`config.mk`:
```
export PLATFORM = sky130hd
export DESIGN_NAME = byte_rmw_bridge
export DESIGN_NICKNAME = d
export VERILOG_FILES = /design/src/rtl/rmw_pkg.sv /design/src/rtl/rmw_lane_unit.sv /design/src/rtl/rmw_sequencer.sv /design/src/rtl/byte_rmw_bridge.sv
export SDC_FILE = /design/constraint.sdc
export NUM_CORES = 1
export LEC_CHECK = 0
export BUFFER_PORTS_ARGS = -buffer_cell sky130_fd_sc_hd__buf_2
export CAP_MARGIN = 25
export CORE_ASPECT_RATIO = 1.1
export CORE_MARGIN = 2
export CORE_UTILIZATION = 57
export CTS_BUF_LIST = sky130_fd_sc_hd__clkbuf_4 sky130_fd_sc_hd__clkbuf_8
export CTS_CLUSTER_SIZE = 25
export DETAILED_ROUTE_END_ITERATION = 8
export PLACE_DENSITY = 0.89
export SYNTH_ARGS = -nofsm -noshare
export SYNTH_HDL_FRONTEND = slang
export SYNTH_HIERARCHICAL = 1
export SYNTH_SLANG_ARGS = --single-unit
```
`constraint.sdc`:
```
create_clock -name clk -period 5.5 [get_ports clk]
set_input_delay 1.375 -clock clk [delete_from_list [all_inputs] [get_ports clk]]
set_output_delay 1.375 -clock clk [all_outputs]
set_load 0.02 [all_outputs]
```
`src/rtl/rmw_pkg.sv`:
```
// Shared definitions for the byte access adapter.
// Assumes: one outstanding request at a time.
package rmw_pkg;

    // Sequencer states, one per phase of an access
    typedef enum logic [2:0] {
        ST_IDLE    = 3'd0,
        ST_RD_REQ  = 3'd1,
        ST_RD_WAIT = 3'd2,
        ST_WRITE   = 3'd3,
        ST_RESP    = 3'd4
    } rmw_state_t;

    localparam int unsigned OCTET_W = 8;

endpackage

```
`src/rtl/rmw_lane_unit.sv`:
```
// Lane datapath: extracts one octet from a word (zero-extended) and builds
// a word with one octet replaced. Purely combinational.
// Assumes: DATA_W is a multiple of 8; lane 0 is the least significant octet.
module rmw_lane_unit
    import rmw_pkg::*;
#(
    parameter int unsigned DATA_W = 32,
    localparam int unsigned LANES  = DATA_W / OCTET_W,
    localparam int unsigned LANE_W = $clog2(LANES)
) (
    input  logic [DATA_W-1:0]  word_in,
    input  logic [LANE_W-1:0]  lane_sel,
    input  logic [OCTET_W-1:0] new_octet,
    output logic [DATA_W-1:0]  picked,
    output logic [DATA_W-1:0]  merged
);

    // One splice multiplexer per lane
    for (genvar g = 0; g < LANES; g++) begin : g_lane
        assign merged[g*OCTET_W +: OCTET_W] =
            (lane_sel == LANE_W'(g)) ? new_octet : word_in[g*OCTET_W +: OCTET_W];
    end

    // Select the addressed octet and clear everything above it
    always_comb begin
        picked = '0;
        for (int i = 0; i < LANES; i++) begin
            if (lane_sel == LANE_W'(i)) begin
                picked[OCTET_W-1:0] = word_in[i*OCTET_W +: OCTET_W];
            end
        end
    end

endmodule

```
`src/rtl/rmw_sequencer.sv`:
```
// Access sequencer: moves through idle, read request, read wait, write and
// response phases. A byte store takes read then write; a word store skips
// the read; loads skip the write.
// Assumes: read data arrives at least one cycle after its request is accepted.
module rmw_sequencer
    import rmw_pkg::*;
(
    input  logic       clk,
    input  logic       rst_n,
    input  logic       req_fire,
    input  logic       req_write,
    input  logic       req_byte,
    input  logic       op_write_q,
    input  logic       mem_req_ready,
    input  logic       mem_rsp_valid,
    input  logic       cpu_rsp_ready,
    output rmw_state_t state_q
);

    rmw_state_t state_d;

    // Next-state selection
    always_comb begin
        state_d = state_q;
        unique case (state_q)
            ST_IDLE: begin
                if (req_fire) begin
                    state_d = (req_write && !req_byte) ? ST_WRITE : ST_RD_REQ;
                end
            end
            ST_RD_REQ:  if (mem_req_ready) state_d = ST_RD_WAIT;
            ST_RD_WAIT: if (mem_rsp_valid) state_d = op_write_q ? ST_WRITE : ST_RESP;
            ST_WRITE:   if (mem_req_ready) state_d = ST_RESP;
            ST_RESP:    if (cpu_rsp_ready) state_d = ST_IDLE;
            default:    state_d = ST_IDLE;
        endcase
    end

    // State register
    always_ff @(posedge clk) begin
        if (!rst_n) begin
            state_q <= ST_IDLE;
        end else begin
            state_q <= state_d;
        end
    end

endmodule

```
`src/rtl/byte_rmw_bridge.sv`:
```
// Top of the byte access adapter. Turns byte and word requests into
// whole-word memory operations; byte stores become read, merge, write.
// Assumes: memory has no byte strobes; read data comes on a one-cycle pulse.
module byte_rmw_bridge
    import rmw_pkg::*;
#(
    parameter int unsigned ADDR_W = 16,
    parameter int unsigned DATA_W = 32,
    localparam int unsigned LANES  = DATA_W / OCTET_W,
    localparam int unsigned LANE_W = $clog2(LANES)
) (
    input  logic              clk,
    input  logic              rst_n,
    input  logic              cpu_req_valid,
    output logic              cpu_req_ready,
    input  logic              cpu_req_write,
    input  logic              cpu_req_byte,
    input  logic [ADDR_W-1:0] cpu_req_addr,
    input  logic [DATA_W-1:0] cpu_req_wdata,
    output logic              cpu_rsp_valid,
    input  logic              cpu_rsp_ready,
    output logic [DATA_W-1:0] cpu_rsp_rdata,
    output logic              mem_req_valid,
    input  logic              mem_req_ready,
    output logic              mem_req_write,
    output logic [ADDR_W-1:0] mem_req_addr,
    output logic [DATA_W-1:0] mem_req_wdata,
    input  logic              mem_rsp_valid,
    input  logic [DATA_W-1:0] mem_rsp_rdata
);

    rmw_state_t         state_q;
    logic               req_fire;
    logic               rd_capture;
    logic [ADDR_W-1:0]  addr_q;
    logic               write_q;
    logic               byte_q;
    logic [OCTET_W-1:0] octet_q;
    logic [DATA_W-1:0]  wbuf_q;
    logic [DATA_W-1:0]  rsp_q;
    logic [DATA_W-1:0]  picked;
    logic [DATA_W-1:0]  merged;

    assign req_fire   = cpu_req_valid && cpu_req_ready;
    assign rd_capture = (state_q == ST_RD_WAIT) && mem_rsp_valid;

    rmw_sequencer u_seq (
        .clk           (clk),
        .rst_n         (rst_n),
        .req_fire      (req_fire),
        .req_write     (cpu_req_write),
        .req_byte      (cpu_req_byte),
        .op_write_q    (write_q),
        .mem_req_ready (mem_req_ready),
        .mem_rsp_valid (mem_rsp_valid),
        .cpu_rsp_ready (cpu_rsp_ready),
        .state_q       (state_q)
    );

    rmw_lane_unit #(.DATA_W(DATA_W)) u_lane (
        .word_in   (mem_rsp_rdata),
        .lane_sel  (addr_q[LANE_W-1:0]),
        .new_octet (octet_q),
        .picked    (picked),
        .merged    (merged)
    );

    // Latch the request, then capture read data as a merge or a load result
    always_ff @(posedge clk) begin
        if (!rst_n) begin
            addr_q  <= '0;
            write_q <= 1'b0;
            byte_q  <= 1'b0;
            octet_q <= '0;
            wbuf_q  <= '0;
            rsp_q   <= '0;
        end else if (req_fire) begin
            addr_q  <= cpu_req_addr;
            write_q <= cpu_req_write;
            byte_q  <= cpu_req_byte;
            octet_q <= cpu_req_wdata[OCTET_W-1:0];
            wbuf_q  <= cpu_req_wdata;
            rsp_q   <= '0;
        end else if (rd_capture) begin
            if (write_q) begin
                wbuf_q <= merged;
            end else begin
                rsp_q <= byte_q ? picked : mem_rsp_rdata;
            end
        end
    end

    // Port decode from the sequencer state
    always_comb begin
        cpu_req_ready = (state_q == ST_IDLE);
        mem_req_valid = (state_q == ST_RD_REQ) || (state_q == ST_WRITE);
        mem_req_write = (state_q == ST_WRITE);
        cpu_rsp_valid = (state_q == ST_RESP);
    end

    assign mem_req_addr  = {addr_q[ADDR_W-1:LANE_W], {LANE_W{1'b0}}};
    assign mem_req_wdata = wbuf_q;
    assign cpu_rsp_rdata = rsp_q;

endmodule

```
==> results.json <==
{
  "root_buffer": "clkbuf_8",
  "yosysTopAreaCellShare_pct": 35.8,
  "cp.depth": 6,
  "drt-total-wl_um": 14300,
  "holdBufCountCts": 0,
  "grt_start_max_net_pins": 61,
  "ys.flop_type": "dfxtp_1",
  "drive_above_1_share_pct": 39.5,
  "die_w_um": 95.1,
  "status": "finished clean",
  "vias": 4555,
  "cap_violations": 0,
  "ant_nets": 0,
  "grt_pass1_wl_um": 21700,
  "synth_most_common_cell": "dfxtp_1",
  "rows": 36,
  "relSlewSlack_pct": 34.0,
  "crit_slowest_cell": "or4b_4",
  "synth_edf_count": 0,
  "synth-seq-cells": 93,
  "overflow": 0,
  "rsz0062_at_grt": "false",
  "max_freq_mhz": 290,
  "crit_path_end_kind": "flop",
  "area_delta_synth_final_pct": 16.4,
  "finalSetupTns_ps": 0,
  "reg2reg_depth": 5,
  "yosysWarnings": 6,
  "synth_top_cell_by_area": "dfxtp_1",
  "p_leak_nw": 2.70,
  "wire_per_inst_um": 18.5,
  "critPathBufInv": 2,
  "critical-path-top-delay-family": "simple AND/OR/NAND/NOR gates",
  "path_cells": "buf_2 -> or4b_4 -> clkinv_4 -> nor2b_1 -> a2111oi_0 -> a2111oi_1",
  "critPathKind": "in -> reg",
  "final-setup-viol-count": 0,
  "dr.pass1.iters": 5,
  "drtIter0Drc": 269,
  "layout.nets": 742,
  "grt_pass1_vias": 4341,
  "clk_path_buf_depth": 2,
  "syn-instance-count": 532,
  "fin_util_pct": 68.3,
  "synth.cells.most_frequent": "dfxtp_1 (93), mux2i_1 (65), a21oi_1 (58)",
  "synth_area_leaders": "dfxtp_1 (36%), mux2i_1 (13%), buf_4 (6.2%)",
  "cts_sinks": 93,
  "worstHoldPathCells": 2,
  "dp_hpwl_um": 10100,
  "htree_levels": 3,
  "stdcell_count": 775,
  "drc": 0,
  "cp-start-kind": "primary input",
  "synth_cell_types": 41,
  "cp_data_arrival_time_ps": 3700,
  "cp_max_fo": 60,
  "place_congestion": 0.905,
  "path_clk_slew_ps": 100,
  "hold_class": "reg -> reg",
  "start_util_pct": 58.7,
  "io_buffers": 169,
  "worst_slew_pin_slew_ps": 990,
  "viasPerCell": 5.88,
  "ys_seq_area_share_pct": 35.8,
  "final_hold_viol_count": 0,
  "placed_cells": 754,
  "fp.dieArea_um2": 9910,
  "synth_area_um2": 5200,
  "clk-insertion-delay-late_ps": 370,
  "cts_setup_buffers": 0,
  "cts_tree": "built",
  "avgSynthCellArea_um2": 9.78,
  "async_flop_share_pct": 0,
  "powerDensity_nw_per_um2": 467,
  "ir_drop_v": 0.000247,
  "post-route-period-util_pct": 62.7,
  "die_y_um": 104,
  "postCtsResizedCells": 0,
  "layout_min_cycle_time_ps": 3450,
  "antenna_found_initial": 2,
  "required_ps": 5750,
  "track_usage_pct": 28.2,
  "finalMaxSlewViolations": 0,
  "io_pins": 172,
  "coreArea_um2": 8870,
  "fin_skew_ps": 13.2,
  "cts_made_buffers": 9,
  "max_stage_delay_ps": 770
}
## worst paths after layout
kind,end,startpoint,slack [ps]
min reg2reg,addr_q[11],addr_q[11],460
max reg2reg,u_seq/state_q[2],u_seq/state_q[1],2450
min,addr_q[11],addr_q[11],460
max,u_seq/state_q[2],cpu_req_valid,2050
## layout make-up
class	count	area, um2
Multi-Input combinational cell	372	2870
Fill cell	694	2810
Sequential cell	93	1860
Timing Repair Buffer	175	936
Tap cell	114	143
Clock buffer	10	138
Clock inverter	6	93.8
Inverter	3	16.3
Antenna cell	2	5.00
## logic make-up (layout without fill, tap and decap cells)
logic type	Yosys count	after routing	synth area share, %
AOI/OAI and AO/OA	128	128	18.7
muxes	105	105	23.5
DFF	93	93	35.8
and+or+nand+nor	113	113	10.7
other	2	28	0.144
buffers and inverters	91	194	11.2
## layer usage
layer / global-route usage (%) / part of all wire (%) / up-vias
li1: - / - / 2116
met1: 34.4 / 40 / 2134
met2: 44.5 / 47 / 245
met3: 7.17 / 8.0 / 60
met4: 15.6 / 5.0 / 0
met5: 0 / 0 / -
## state kept, by name, indices dropped and copies added (netlist names)
register and count:
addr_q 16, byte_q 1, cpu_rsp_rdata 32, mem_req_wdata 32, octet_q 8, u_seq/state_q 3, write_q 1
## tightest hold or removal path, stage by stage (launching register included)
cell     delay [ps]
dfxtp_1         320
nand2_1          50
a21oi_1          50
## cells in the final DEF (no fill, tap or decap), types with 2 or more instances in the layout
master     Yosys  final
a211oi_1      32     32
a21oi_1       58     58
a221oi_1      14     14
a221oi_2      18     18
buf_12         0      2
buf_2         11    169
buf_4         43      3
bufinv_16      0      2
clkbuf_8       0     10
clkinv_4       1      3
conb_1         2     26
dfxtp_1       93     92
diode_2        0      2
mux2_2        24     24
mux2_4         8      8
mux2i_1       65     65
mux4_2         8      8
nand2_1       54     54
nand2b_1       3      3
nand3b_1       2      2
nor2_1        35     35
nor2b_1        4      4
nor3_1         2      2
nor4b_2        2      2
o21a_1         2      2
## through the flow
| stage | instance area [um2] | hold slack [ps] | worst slack [ps] | total power [mW] |
|---|---|---|---|---|
| final | 6060 | 462 | 2050 | 2.83 |
| after global placement | 5760 | 440 | 1780 | 2.22 |
| after detailed placement | 5760 | 448 | 1690 | 2.27 |
| after CTS | 5990 | 460 | 2070 | 2.80 |
| after global routing | 6060 | 480 | 1870 | 2.98 |
| after floorplan | 5300 | 437 | 2630 | 2.02 |
## report_power, final
part	leakage [nW]	internal, mW	switching, mW
logic	1.82	0.528	0.750
clock network	0.113	0.272	0.256
registers	0.762	0.845	0.176
total	2.70	1.65	1.18
Note: power is estimated with default switching activity, not from simulation.
